`config.mk`:
```
export PLATFORM = sky130hd
export DESIGN_NAME = thermal_irq_ctrl
export DESIGN_NICKNAME = d
export VERILOG_FILES = /design/src/rtl/thr_pkg.sv /design/src/rtl/thr_regs.sv /design/src/rtl/thr_detect.sv /design/src/rtl/thermal_irq_ctrl.sv
export SDC_FILE = /design/constraint.sdc
export NUM_CORES = 1
export LEC_CHECK = 0
export BUFFER_PORTS_ARGS = -buffer_cell sky130_fd_sc_hd__buf_4
export CAP_MARGIN = 20
export CORE_UTILIZATION = 30
export CTS_CLUSTER_DIAMETER = 120
export CTS_CLUSTER_SIZE = 30
export DETAILED_ROUTE_END_ITERATION = 10
export PLACE_DENSITY = 0.53
export SLEW_MARGIN = 20
export SYNTH_ARGS = -nofsm -noshare
export SYNTH_HDL_FRONTEND = slang
export SYNTH_SLANG_ARGS = --single-unit
export TNS_END_PERCENT = 30
```
`constraint.sdc`:
```
create_clock -name clk -period 3.6 [get_ports clk]
set_input_delay 0.18 -clock clk [delete_from_list [all_inputs] [get_ports clk]]
set_output_delay 0.18 -clock clk [all_outputs]
set_load 0.01 [all_outputs]
```
`src/rtl/thr_pkg.sv`:
```
package thr_pkg;
  localparam int CODE_W   = 8;
  localparam int NLVL     = 4;
  localparam int FALL_OFS = 16;
  localparam int DATA_W   = 32;
  localparam int ADDR_W   = 4;
  localparam int EMUL_LSB = 8;

  typedef enum logic [ADDR_W-1:0] {
    A_CTRL  = 4'd0,
    A_RISE  = 4'd1,
    A_FALL  = 4'd2,
    A_INTEN = 4'd3,
    A_STAT  = 4'd4,
    A_CLR   = 4'd5,
    A_TRIP  = 4'd6,
    A_EMUL  = 4'd7,
    A_CUR   = 4'd8
  } reg_addr_e;
endpackage

```
`src/rtl/thr_regs.sv`:
```
module thr_regs
  import thr_pkg::*;
#(
  parameter int CW  = CODE_W,
  parameter int NL  = NLVL,
  parameter int FO  = FALL_OFS,
  parameter int DW  = DATA_W
) (
  input  logic              clk,
  input  logic              rst_n,
  input  logic [ADDR_W-1:0] addr,
  input  logic [DW-1:0]     wdata,
  input  logic              we,
  output logic [DW-1:0]     rdata,
  input  logic [DW-1:0]     evt,
  input  logic [CW-1:0]     cur_code,
  output logic              core_en,
  output logic              trip_en,
  output logic [CW*NL-1:0]  rise_th,
  output logic [CW*NL-1:0]  fall_th,
  output logic [DW-1:0]     inten,
  output logic [DW-1:0]     status,
  output logic [CW-1:0]     trip_th,
  output logic              emul_en,
  output logic [CW-1:0]     emul_code
);
  localparam int PW = CW * NL;

  function automatic logic [DW-1:0] mk_mask();
    logic [DW-1:0] m;
    m = '0;
    for (int i = 0; i < NL; i++) begin
      m[i]      = 1'b1;
      m[FO + i] = 1'b1;
    end
    return m;
  endfunction
  localparam logic [DW-1:0] EVT_MASK = mk_mask();

  logic          core_q, core_d, tripen_q, tripen_d, emen_q, emen_d;
  logic [PW-1:0] rise_q, rise_d, fall_q, fall_d;
  logic [DW-1:0] inten_q, inten_d, stat_q, stat_d, clr_mask;
  logic [CW-1:0] trip_q, trip_d, emcode_q, emcode_d;

  always_comb begin
    core_d   = core_q;
    tripen_d = tripen_q;
    rise_d   = rise_q;
    fall_d   = fall_q;
    inten_d  = inten_q;
    trip_d   = trip_q;
    emen_d   = emen_q;
    emcode_d = emcode_q;
    clr_mask = '0;
    if (we) begin
      case (addr)
        A_CTRL:  begin core_d = wdata[0]; tripen_d = wdata[1]; end
        A_RISE:  rise_d  = wdata[PW-1:0];
        A_FALL:  fall_d  = wdata[PW-1:0];
        A_INTEN: inten_d = wdata & EVT_MASK;
        A_CLR:   clr_mask = wdata & EVT_MASK;
        A_TRIP:  trip_d  = wdata[CW-1:0];
        A_EMUL:  begin emen_d = wdata[0]; emcode_d = wdata[EMUL_LSB +: CW]; end
        default: ;
      endcase
    end
    stat_d = (stat_q & ~clr_mask) | (evt & EVT_MASK);
  end

  always_ff @(posedge clk or negedge rst_n) begin
    if (!rst_n) begin
      core_q   <= 1'b0;
      tripen_q <= 1'b0;
      rise_q   <= '0;
      fall_q   <= '0;
      inten_q  <= '0;
      stat_q   <= '0;
      trip_q   <= '0;
      emen_q   <= 1'b0;
      emcode_q <= '0;
    end else begin
      core_q   <= core_d;
      tripen_q <= tripen_d;
      rise_q   <= rise_d;
      fall_q   <= fall_d;
      inten_q  <= inten_d;
      stat_q   <= stat_d;
      trip_q   <= trip_d;
      emen_q   <= emen_d;
      emcode_q <= emcode_d;
    end
  end

  always_comb begin
    rdata = '0;
    case (addr)
      A_CTRL:  begin rdata[0] = core_q; rdata[1] = tripen_q; end
      A_RISE:  rdata[PW-1:0] = rise_q;
      A_FALL:  rdata[PW-1:0] = fall_q;
      A_INTEN: rdata = inten_q;
      A_STAT:  rdata = stat_q;
      A_TRIP:  rdata[CW-1:0] = trip_q;
      A_EMUL:  begin rdata[0] = emen_q; rdata[EMUL_LSB +: CW] = emcode_q; end
      A_CUR:   rdata[CW-1:0] = cur_code;
      default: rdata = '0;
    endcase
  end

  assign core_en   = core_q;
  assign trip_en   = tripen_q;
  assign rise_th   = rise_q;
  assign fall_th   = fall_q;
  assign inten     = inten_q;
  assign status    = stat_q;
  assign trip_th   = trip_q;
  assign emul_en   = emen_q;
  assign emul_code = emcode_q;

  // a cleared bit with no competing event is zero afterwards
  a_r4_clear_drops: assert property (@(posedge clk) disable iff (!rst_n)
    (clr_mask != '0) |=> ((stat_q & $past(clr_mask & ~evt)) == '0));

  // a new event is always recorded, even against a clear
  a_r6_event_wins: assert property (@(posedge clk) disable iff (!rst_n)
    ((evt & EVT_MASK) != '0) |=> ((stat_q & $past(evt & EVT_MASK)) == $past(evt & EVT_MASK)));
endmodule

```
`src/rtl/thr_detect.sv`:
```
module thr_detect
  import thr_pkg::*;
#(
  parameter int CW = CODE_W,
  parameter int NL = NLVL
) (
  input  logic             clk,
  input  logic             rst_n,
  input  logic             sample_valid,
  input  logic [CW-1:0]    sense_code,
  input  logic             core_en,
  input  logic             emul_en,
  input  logic [CW-1:0]    emul_code,
  input  logic [CW*NL-1:0] rise_th,
  input  logic [CW*NL-1:0] fall_th,
  output logic [NL-1:0]    rise_ev,
  output logic [NL-1:0]    fall_ev,
  output logic [CW-1:0]    cur_code
);
  logic [CW-1:0] cur_q, cur_d, eff;
  logic          take;

  assign eff  = emul_en ? emul_code : sense_code;
  assign take = sample_valid & core_en;

  for (genvar i = 0; i < NL; i++) begin : g_lvl
    logic [CW-1:0] rth, fth;
    assign rth        = rise_th[i*CW +: CW];
    assign fth        = fall_th[i*CW +: CW];
    assign rise_ev[i] = take && (cur_q < rth) && (eff >= rth);
    assign fall_ev[i] = take && (fth != '0) && (cur_q > fth) && (eff <= fth);
  end

  always_comb begin
    cur_d = cur_q;
    if (take) cur_d = eff;
  end

  always_ff @(posedge clk or negedge rst_n) begin
    if (!rst_n) cur_q <= '0;
    else        cur_q <= cur_d;
  end

  assign cur_code = cur_q;

  // current code only moves on an accepted sample
  a_r10_cur_hold: assert property (@(posedge clk) disable iff (!rst_n)
    !(sample_valid && core_en) |=> $stable(cur_q));
endmodule

```
`src/rtl/thermal_irq_ctrl.sv`:
```
module thermal_irq_ctrl
  import thr_pkg::*;
(
  input  logic              clk,
  input  logic              rst_n,
  input  logic [ADDR_W-1:0] reg_addr,
  input  logic [DATA_W-1:0] reg_wdata,
  input  logic              reg_we,
  output logic [DATA_W-1:0] reg_rdata,
  input  logic [CODE_W-1:0] temp_code,
  input  logic              temp_valid,
  output logic              irq,
  output logic              trip
);
  logic [1:0]             rst_sync;
  logic                   srst_n;
  logic                   core_en, trip_en, emul_en;
  logic [CODE_W*NLVL-1:0] rise_th, fall_th;
  logic [DATA_W-1:0]      inten, status, evt;
  logic [CODE_W-1:0]      trip_th, emul_code, cur_code;
  logic [NLVL-1:0]        rise_ev, fall_ev;

  always_ff @(posedge clk or negedge rst_n) begin
    if (!rst_n) rst_sync <= 2'b00;
    else        rst_sync <= {rst_sync[0], 1'b1};
  end
  assign srst_n = rst_sync[1];

  thr_regs u_regs (
    .clk(clk), .rst_n(srst_n), .addr(reg_addr), .wdata(reg_wdata), .we(reg_we),
    .rdata(reg_rdata), .evt(evt), .cur_code(cur_code), .core_en(core_en),
    .trip_en(trip_en), .rise_th(rise_th), .fall_th(fall_th), .inten(inten),
    .status(status), .trip_th(trip_th), .emul_en(emul_en), .emul_code(emul_code)
  );

  thr_detect u_det (
    .clk(clk), .rst_n(srst_n), .sample_valid(temp_valid), .sense_code(temp_code),
    .core_en(core_en), .emul_en(emul_en), .emul_code(emul_code),
    .rise_th(rise_th), .fall_th(fall_th), .rise_ev(rise_ev), .fall_ev(fall_ev),
    .cur_code(cur_code)
  );

  always_comb begin
    evt = '0;
    evt[NLVL-1:0]         = rise_ev;
    evt[FALL_OFS +: NLVL] = fall_ev;
  end

  assign irq  = |(status & inten);
  assign trip = core_en & trip_en & (cur_code >= trip_th);

  // with core disabled no status bit appears
  a_r7_core_gate: assert property (@(posedge clk) disable iff (!srst_n)
    !core_en |=> ((status & ~$past(status)) == '0));

  // interrupt needs a pending status bit
  a_r5_irq_source: assert property (@(posedge clk) disable iff (!srst_n)
    irq |-> (status != '0));

  // trip never asserts with the trip enable off
  a_r8_trip_gate: assert property (@(posedge clk) disable iff (!srst_n)
    !trip_en |-> !trip);
endmodule

```
==> impl_metrics.toml, run 1 <==
[status]
status = "finished, final reports clean"

[placement]
gp_congestion = 0.826
dpl.hpwl_um = 18100
dpl_worst_slack_ns = 1.26
port_buffers = 81

[sta]
worstMarginPinSlew_ns = 1.02
tns_ns = 0
finalMaxSlewViolations = 0
fmax_ghz = 0.379
max_slew_margin = 0.316
rsz0062_at_grt = "false"
min_period_ns = 2.64
hold_violations = 0
setup_viol = 0
fin_crit_sh = 0.733
fin_ws_ns = 0.961
fin_worst_skew_ns = 0.00901

[synth]
synth-xor-area-share = 0
synth_cell_types = 53
synth_compound_area_frac = 0.142
syn-num-nets = 957
ys_seq_area_frac = 0.334
synth_top_family_by_area = "adder cells"
yosys.area_share.adder = 0.203
syn-mean-instance-area_um2 = 10.5
syn_area_um2 = 8160
yosysWarnings = 0
synthSimpleGateAreaFrac = 0.107
synth_seq_cells = 109
synth_cells = 777
synthMuxAreaShare = 0.164

[power_and_ir_drop]
switching_share = 0.428
powerDensity_nw_per_um2 = 607
ir_drop_mv = 0.301
power_frac_clock = 0.178
total_power_uw = 5710
p_leak_uw = 0.00451
combPwrFrac = 0.449
netSwitchingPower_uw = 2440
internal_power_uw = 3260
seqPwrFrac = 0.373

[clock_tree]
cts_sinks = 109
cts_resized = 0
cts_max_level = 3
clock_path_buffers = 2
cts.clk_slew.worst_paths_ns = 0.08
cts_tree = "yes"
cts_root_buf = "clkbuf_16"
post-cts-setup-buffers = 0
clock_latency_ns = 0.37
cts_made_buffers = 9

[cells_and_area]
fin_nets = 1034
final_common_cell = "ha_1"
fillers = 2623
drive_gt1_frac = 0.205
area_delta_synth_final_pct = 15.3
diodes = 0
mostFrequentLayoutCells = "ha_1, dfrtp_1, buf_4, inv_1, nand2_1"
final_core_util = 0.357

[global_routing]
globalRouteTotalUtil = 0.180
met3_usage = 0.0254
antenna_found_initial = 0
met2_usage = 0.288
busiest_layer = "met2"
grt_pass1_vias = 6405
grt_max_degree = 70
use_met1 = 0.253
overflow = 0
grt_pass1_wl_um = 38100

[critical_path]
crit_cells = 8
required_ns = 3.42
regToRegStartpoint = "u_regs.emul_en$_DFFE_PN0P_"
cp-startpoint = "u_det.cur_code[0]$_DFFE_PN0P_"
slowest_delay_ns = 0.48
cp-start-kind = "flip-flop"
endpoint = "trip"
critPathMaxFanout = 7
crit_buf_inv = 2
crit_chain = "inv_1, ha_1, nand2b_1, a21o_1, a211oi_1, o31ai_1, and3_1, buf_4"
worstSetupEndpointType = "output port"
cp_slowest_cell = "dfrtp_1"
cp_top_family = "compound AO/OA/AOI/OAI gates"
arrival_ns = 2.46
worst_r2r_path_depth = 7
rrSetupSlack_ns = 1.23
r2r_end = "u_regs.status[1]$_DFF_PN0_"
crit_type = "flip-flop to output port"

[min_path]
hp-class = "input pin to flip-flop"

[die]
std_cell_rows = 59
fp.dieW_um = 167
ios = 82
dieHeight_um = 167
core-area_um2 = 26400
dieArea_um2 = 27800
start_util = 0.309

[drt]
vias = 6388
drcViolationCount = 0
drtAntennaViolNets = 0
routed_via_density = 5.35
post_drt_wl_per_cell_um = 20.6
first_pass_iters = 4
dr.first_iter.drc_count = 334
drt-total-wl_um = 24500

[job]
drv_cap = 0
-- flip-flops by register name, indices dropped and copies added (netlist names) --
signal,flops
u_regs.emul_code,8
u_regs.emul_en,1
u_regs.trip_th,8
u_regs.rise_th,32
u_det.cur_code,8
u_regs.core_en,1
u_regs.fall_th,32
u_regs.inten,8
rst_sync,2
u_regs.status,8
u_regs.trip_en,1
-- layer usage --
layer  routed length, um  vias to the layer above  part of all wire
met5                   0                        -                 0
met4                 422                        0             0.017
met1               12000                     3159              0.49
met3                 832                       28             0.034
li1                    -                     3065                 -
met2               11200                      136              0.46
-- cell type report --
type / count / area [um2] / share of cell area
clock buffers: 9 / 225 / 0.0239
clock inverters: 7 / 58.8 / 0.00625
inverters: 69 / 259 / 0.0275
multi-input cells: 575 / 5020 / 0.534
flip-flops and latches: 109 / 2730 / 0.290
well taps: 335 / 419 / 0.0446
repair buffers: 90 / 691 / 0.0734
-- logic make-up (layout without fill, tap and decap cells) --
group,Yosys count,count (layout)
flops,109,109
simple gates,159,159
other cells,1,1
buf+inv,93,175
compound gates,174,174
fa+ha+maj,132,132
mux,109,109
-- power by group through the flow --
| stage | logic, uW | registers [uW] | clock network, uW |
|---|---|---|---|
| detailed placement | 2540 | 2140 | 0 |
| CTS | 2560 | 2120 | 1050 |
| floorplan | 1910 | 1870 | 0 |
| finish | 2560 | 2130 | 1020 |
| global placement | 2490 | 2140 | 0 |
| global route | 2940 | 2170 | 1090 |
-- cell usage after synthesis, drive strengths merged --
cell type	instances	share of area
nand3	18	0.011
a21o	4	0.0037
nor4	8	0.0061
a31oi	6	0.0046
a2bb2oi	1	0.0011
o211ai	2	0.0018
o21a	4	0.0037
o221ai	4	0.0043
and4	3	0.0032
nor4b	1	0.0029
nor2	18	0.0092
a211oi	13	0.012
o21bai	1	0.00092
a32o	3	0.0037
nor2b	7	0.0063
and2	2	0.0015
nand4b	6	0.0064
a22o	13	0.014
ha	132	0.20
dfrtp	109	0.33
nor3	5	0.0044
buf	17	0.015
clkbuf	7	0.0032
nor3b	2	0.0018
and2b	2	0.0021
a32oi	6	0.0064
a221o	6	0.0074
mux2	106	0.16
o31ai	1	0.00092
inv	69	0.032
a21oi	46	0.028
a2111oi	1	0.0011
nand2	58	0.029
o21ai	35	0.021
a22oi	22	0.020
and3	4	0.0031
o2111ai	1	0.0011
o32ai	2	0.0021
conb	1	0.00046
nand2b	4	0.0031
mux2i	3	0.0037
a211o	3	0.0032
nand4	21	0.016
-- per-stage QoR --
step,instance area (um2),hold slack (ns),std cells
after detailed placement,9110,-0.0363,1177
after global routing,9410,0.0267,1194
after CTS,9410,0.0217,1194
final,9410,0.0336,1194
after floorplan,8160,-0.116,777
after global placement,9110,-0.0372,1177
-- what timing repair did --
action / in CTS / in global routing
endpoints found under the setup margin: 0 / 0
hold endpoints to repair: 2 / 0
hold buffers: 1 / 0
-- how the worst min path moves through the flow --
stage,from,end,slack [ns],cells after the start
6_report,reg_wdata[27],u_regs.fall_th[27]$_DFFE_PN0P_,0.03,2
5_1_grt,reg_wdata[27],u_regs.fall_th[27]$_DFFE_PN0P_,0.03,2
4_1_cts,reg_wdata[27],u_regs.fall_th[27]$_DFFE_PN0P_,0.02,2
3_5_place_dp,rst_n,rst_sync[0]$_DFF_PN0_,-0.04,1
3_3_place_gp,rst_n,rst_sync[0]$_DFF_PN0_,-0.04,1
2_1_floorplan,rst_n,rst_sync[0]$_DFF_PN0_,-0.12,0
(Power assumes the default switching activity.)
==> inputs of run 2 (changes only) <==
==> constraint.sdc (replaced) <==
create_clock -name clk -period 2.6 [get_ports clk]
set_input_delay 0.13 -clock clk [delete_from_list [all_inputs] [get_ports clk]]
set_output_delay 0.13 -clock clk [all_outputs]
set_load 0.01 [all_outputs]
==> run 2 against run 1 <==
Against the previous run:
- sequential share of layout area decreased by 1.1 points
- final area increased by 4.0%
- clock skew increased by 0.0053 ns
- global-route usage increased by 0.40 points
- clock-buffer cell count unchanged
- register-to-register slack got worse by 1.0 ns
- combinational power increased by 48%
- worst setup slack got worse by 0.76 ns
- core utilization increased by 1.4 points
- routed wire length increased by 2.0%
==> impl_metrics.toml, run 2 (synthesis gave the netlist of run 1 again) <==
[global_routing]
globalRouteTotalUtil = 0.184
busiest_layer = "met2"
grt_pass1_wl_um = 39300
overflow = 0
met2_usage = 0.307
use_met1 = 0.242
antenna_found_initial = 0
grt_pass1_vias = 6783
met3_usage = 0.0242
grt_max_degree = 50

[cells_and_area]
diodes = 0
multi_input_area_um2 = 5020
seq_area_um2 = 2730
fillers = 2585
final_common_cell = "ha_1"
area_delta_synth_final_pct = 19.9
fin_nets = 1070
mostFrequentLayoutCells = "ha_1, dfrtp_1, buf_4, inv_1, nand2_1"
stdcell_area_um2 = 9780
final_core_util = 0.371
drive_gt1_frac = 0.210

[drt]
drcViolationCount = 0
dr.first_iter.drc_count = 314
first_pass_iters = 5
post_drt_wl_per_cell_um = 20.3
drtAntennaViolNets = 0
drt-total-wl_um = 25000
vias = 6591
routed_via_density = 5.36

[power_and_ir_drop]
total_power_uw = 8170
powerDensity_nw_per_um2 = 835
seqPwrFrac = 0.350
combPwrFrac = 0.462
power_frac_clock = 0.188
ir_drop_mv = 0.407
netSwitchingPower_uw = 3450
p_leak_uw = 0.00469
internal_power_uw = 4720
switching_share = 0.422

[clock_tree]
clock_latency_ns = 0.37
clock_path_buffers = 2
cts_made_buffers = 9
cts_max_level = 3
cts_sinks = 109
post-cts-setup-buffers = 0
cts_resized = 0
cts.clk_slew.worst_paths_ns = 0.09
cts_root_buf = "clkbuf_16"
cts_tree = "yes"

[die]
start_util = 0.309
core-area_um2 = 26400
dieHeight_um = 167
dieArea_um2 = 27800
fp.dieW_um = 167
std_cell_rows = 59
ios = 82

[sta]
hold_violations = 0
max_slew_margin = 0.532
min_period_ns = 2.40
fin_crit_sh = 0.923
finalMaxSlewViolations = 0
worstMarginPinSlew_ns = 0.703
tns_ns = 0
fin_worst_skew_ns = 0.0143
rsz0062_at_grt = "false"
setup_viol = 0
fmax_ghz = 0.417

[placement]
gp_congestion = 0.858
post_dp_cell_area_um2 = 9210
dpl.hpwl_um = 18600
port_buffers = 81

[job]
drv_cap = 0

[status]
status = "finished, final reports clean"

[critical_path]
cp-start-kind = "flip-flop"
critPathMaxFanout = 10
required_ns = 2.85
worstSetupEndpointType = "flip-flop"
arrival_ns = 2.65
crit_type = "flip-flop to flip-flop"

[min_path]
hp-class = "input pin to flip-flop"
run 2: worst paths after layout:
check / from / end / slack (ns) / cells past startpoint
hold reg to reg: rst_sync[0]$_DFF_PN0_ / rst_sync[1]$_DFF_PN0_ / 0.36 / 0
hold / removal: reg_wdata[18] / u_regs.fall_th[18]$_DFFE_PN0P_ / 0.02 / 2
max in group asynchronous: rst_sync[1]$_DFF_PN0_ / u_regs.rise_th[23]$_DFFE_PN0P_ / 1.52 / 1
min in group asynchronous: rst_n / rst_sync[1]$_DFF_PN0_ / 0.06 / 2
setup reg to reg: u_regs.emul_en$_DFFE_PN0P_ / u_regs.status[0]$_DFF_PN0_ / 0.20 / 6
setup / recovery: u_regs.emul_en$_DFFE_PN0P_ / u_regs.status[0]$_DFF_PN0_ / 0.20 / 6
run 2: power by group through the flow:
stage / Combinational, uW / Sequential (uW) / Clock (uW)
finish: 3780 / 2860 / 1530
global route: 4310 / 2920 / 1620
CTS: 3760 / 2850 / 1570
detailed placement: 3700 / 2880 / 0
global placement: 3610 / 2880 / 0
floorplan: 2640 / 2580 / 0
run 2: routing by layer:
layer | vias up | wire length, um | part of all wire
li1 | 3149 | - | -
met1 | 3239 | 11500 | 0.46
met3 | 41 | 1020 | 0.041
met2 | 162 | 11900 | 0.47
met5 | - | 0 | 0
met4 | 0 | 589 | 0.024
run 2: layout make-up:
type,instances,area share
multi-input cells,575,0.513
flip-flops and latches,109,0.279
repair buffers,126,0.106
well taps,335,0.0429
inverters,69,0.0265
clock buffers,9,0.0230
clock inverters,7,0.00934
run 2: critical path: stages, from the launching register on:
cell	delay (ns)
dfrtp_1	0.62
mux2_2	0.55
ha_1	0.35
and4_1	0.20
a221o_1	0.35
a21oi_1	0.12
o21ai_0	0.10
run 2: timing repair:
action                                 in CTS  in global routing
hold buffers                               25                  0
setup endpoints to repair                   0                  0
endpoints found under the hold margin      51                  0
run 2: per-stage QoR:
| stage | std cells | hold slack, ns | worst slack, ns |
|---|---|---|---|
| 3_5_place_dp | 1189 | -0.0862 | 0.266 |
| 3_3_place_gp | 1189 | -0.0865 | 0.327 |
| 6_report | 1230 | 0.0178 | 0.200 |
| 2_1_floorplan | 777 | -0.166 | 0.137 |
| 4_1_cts | 1230 | 0.0106 | 0.209 |
| 5_1_grt | 1230 | 0.0223 | 0.0294 |
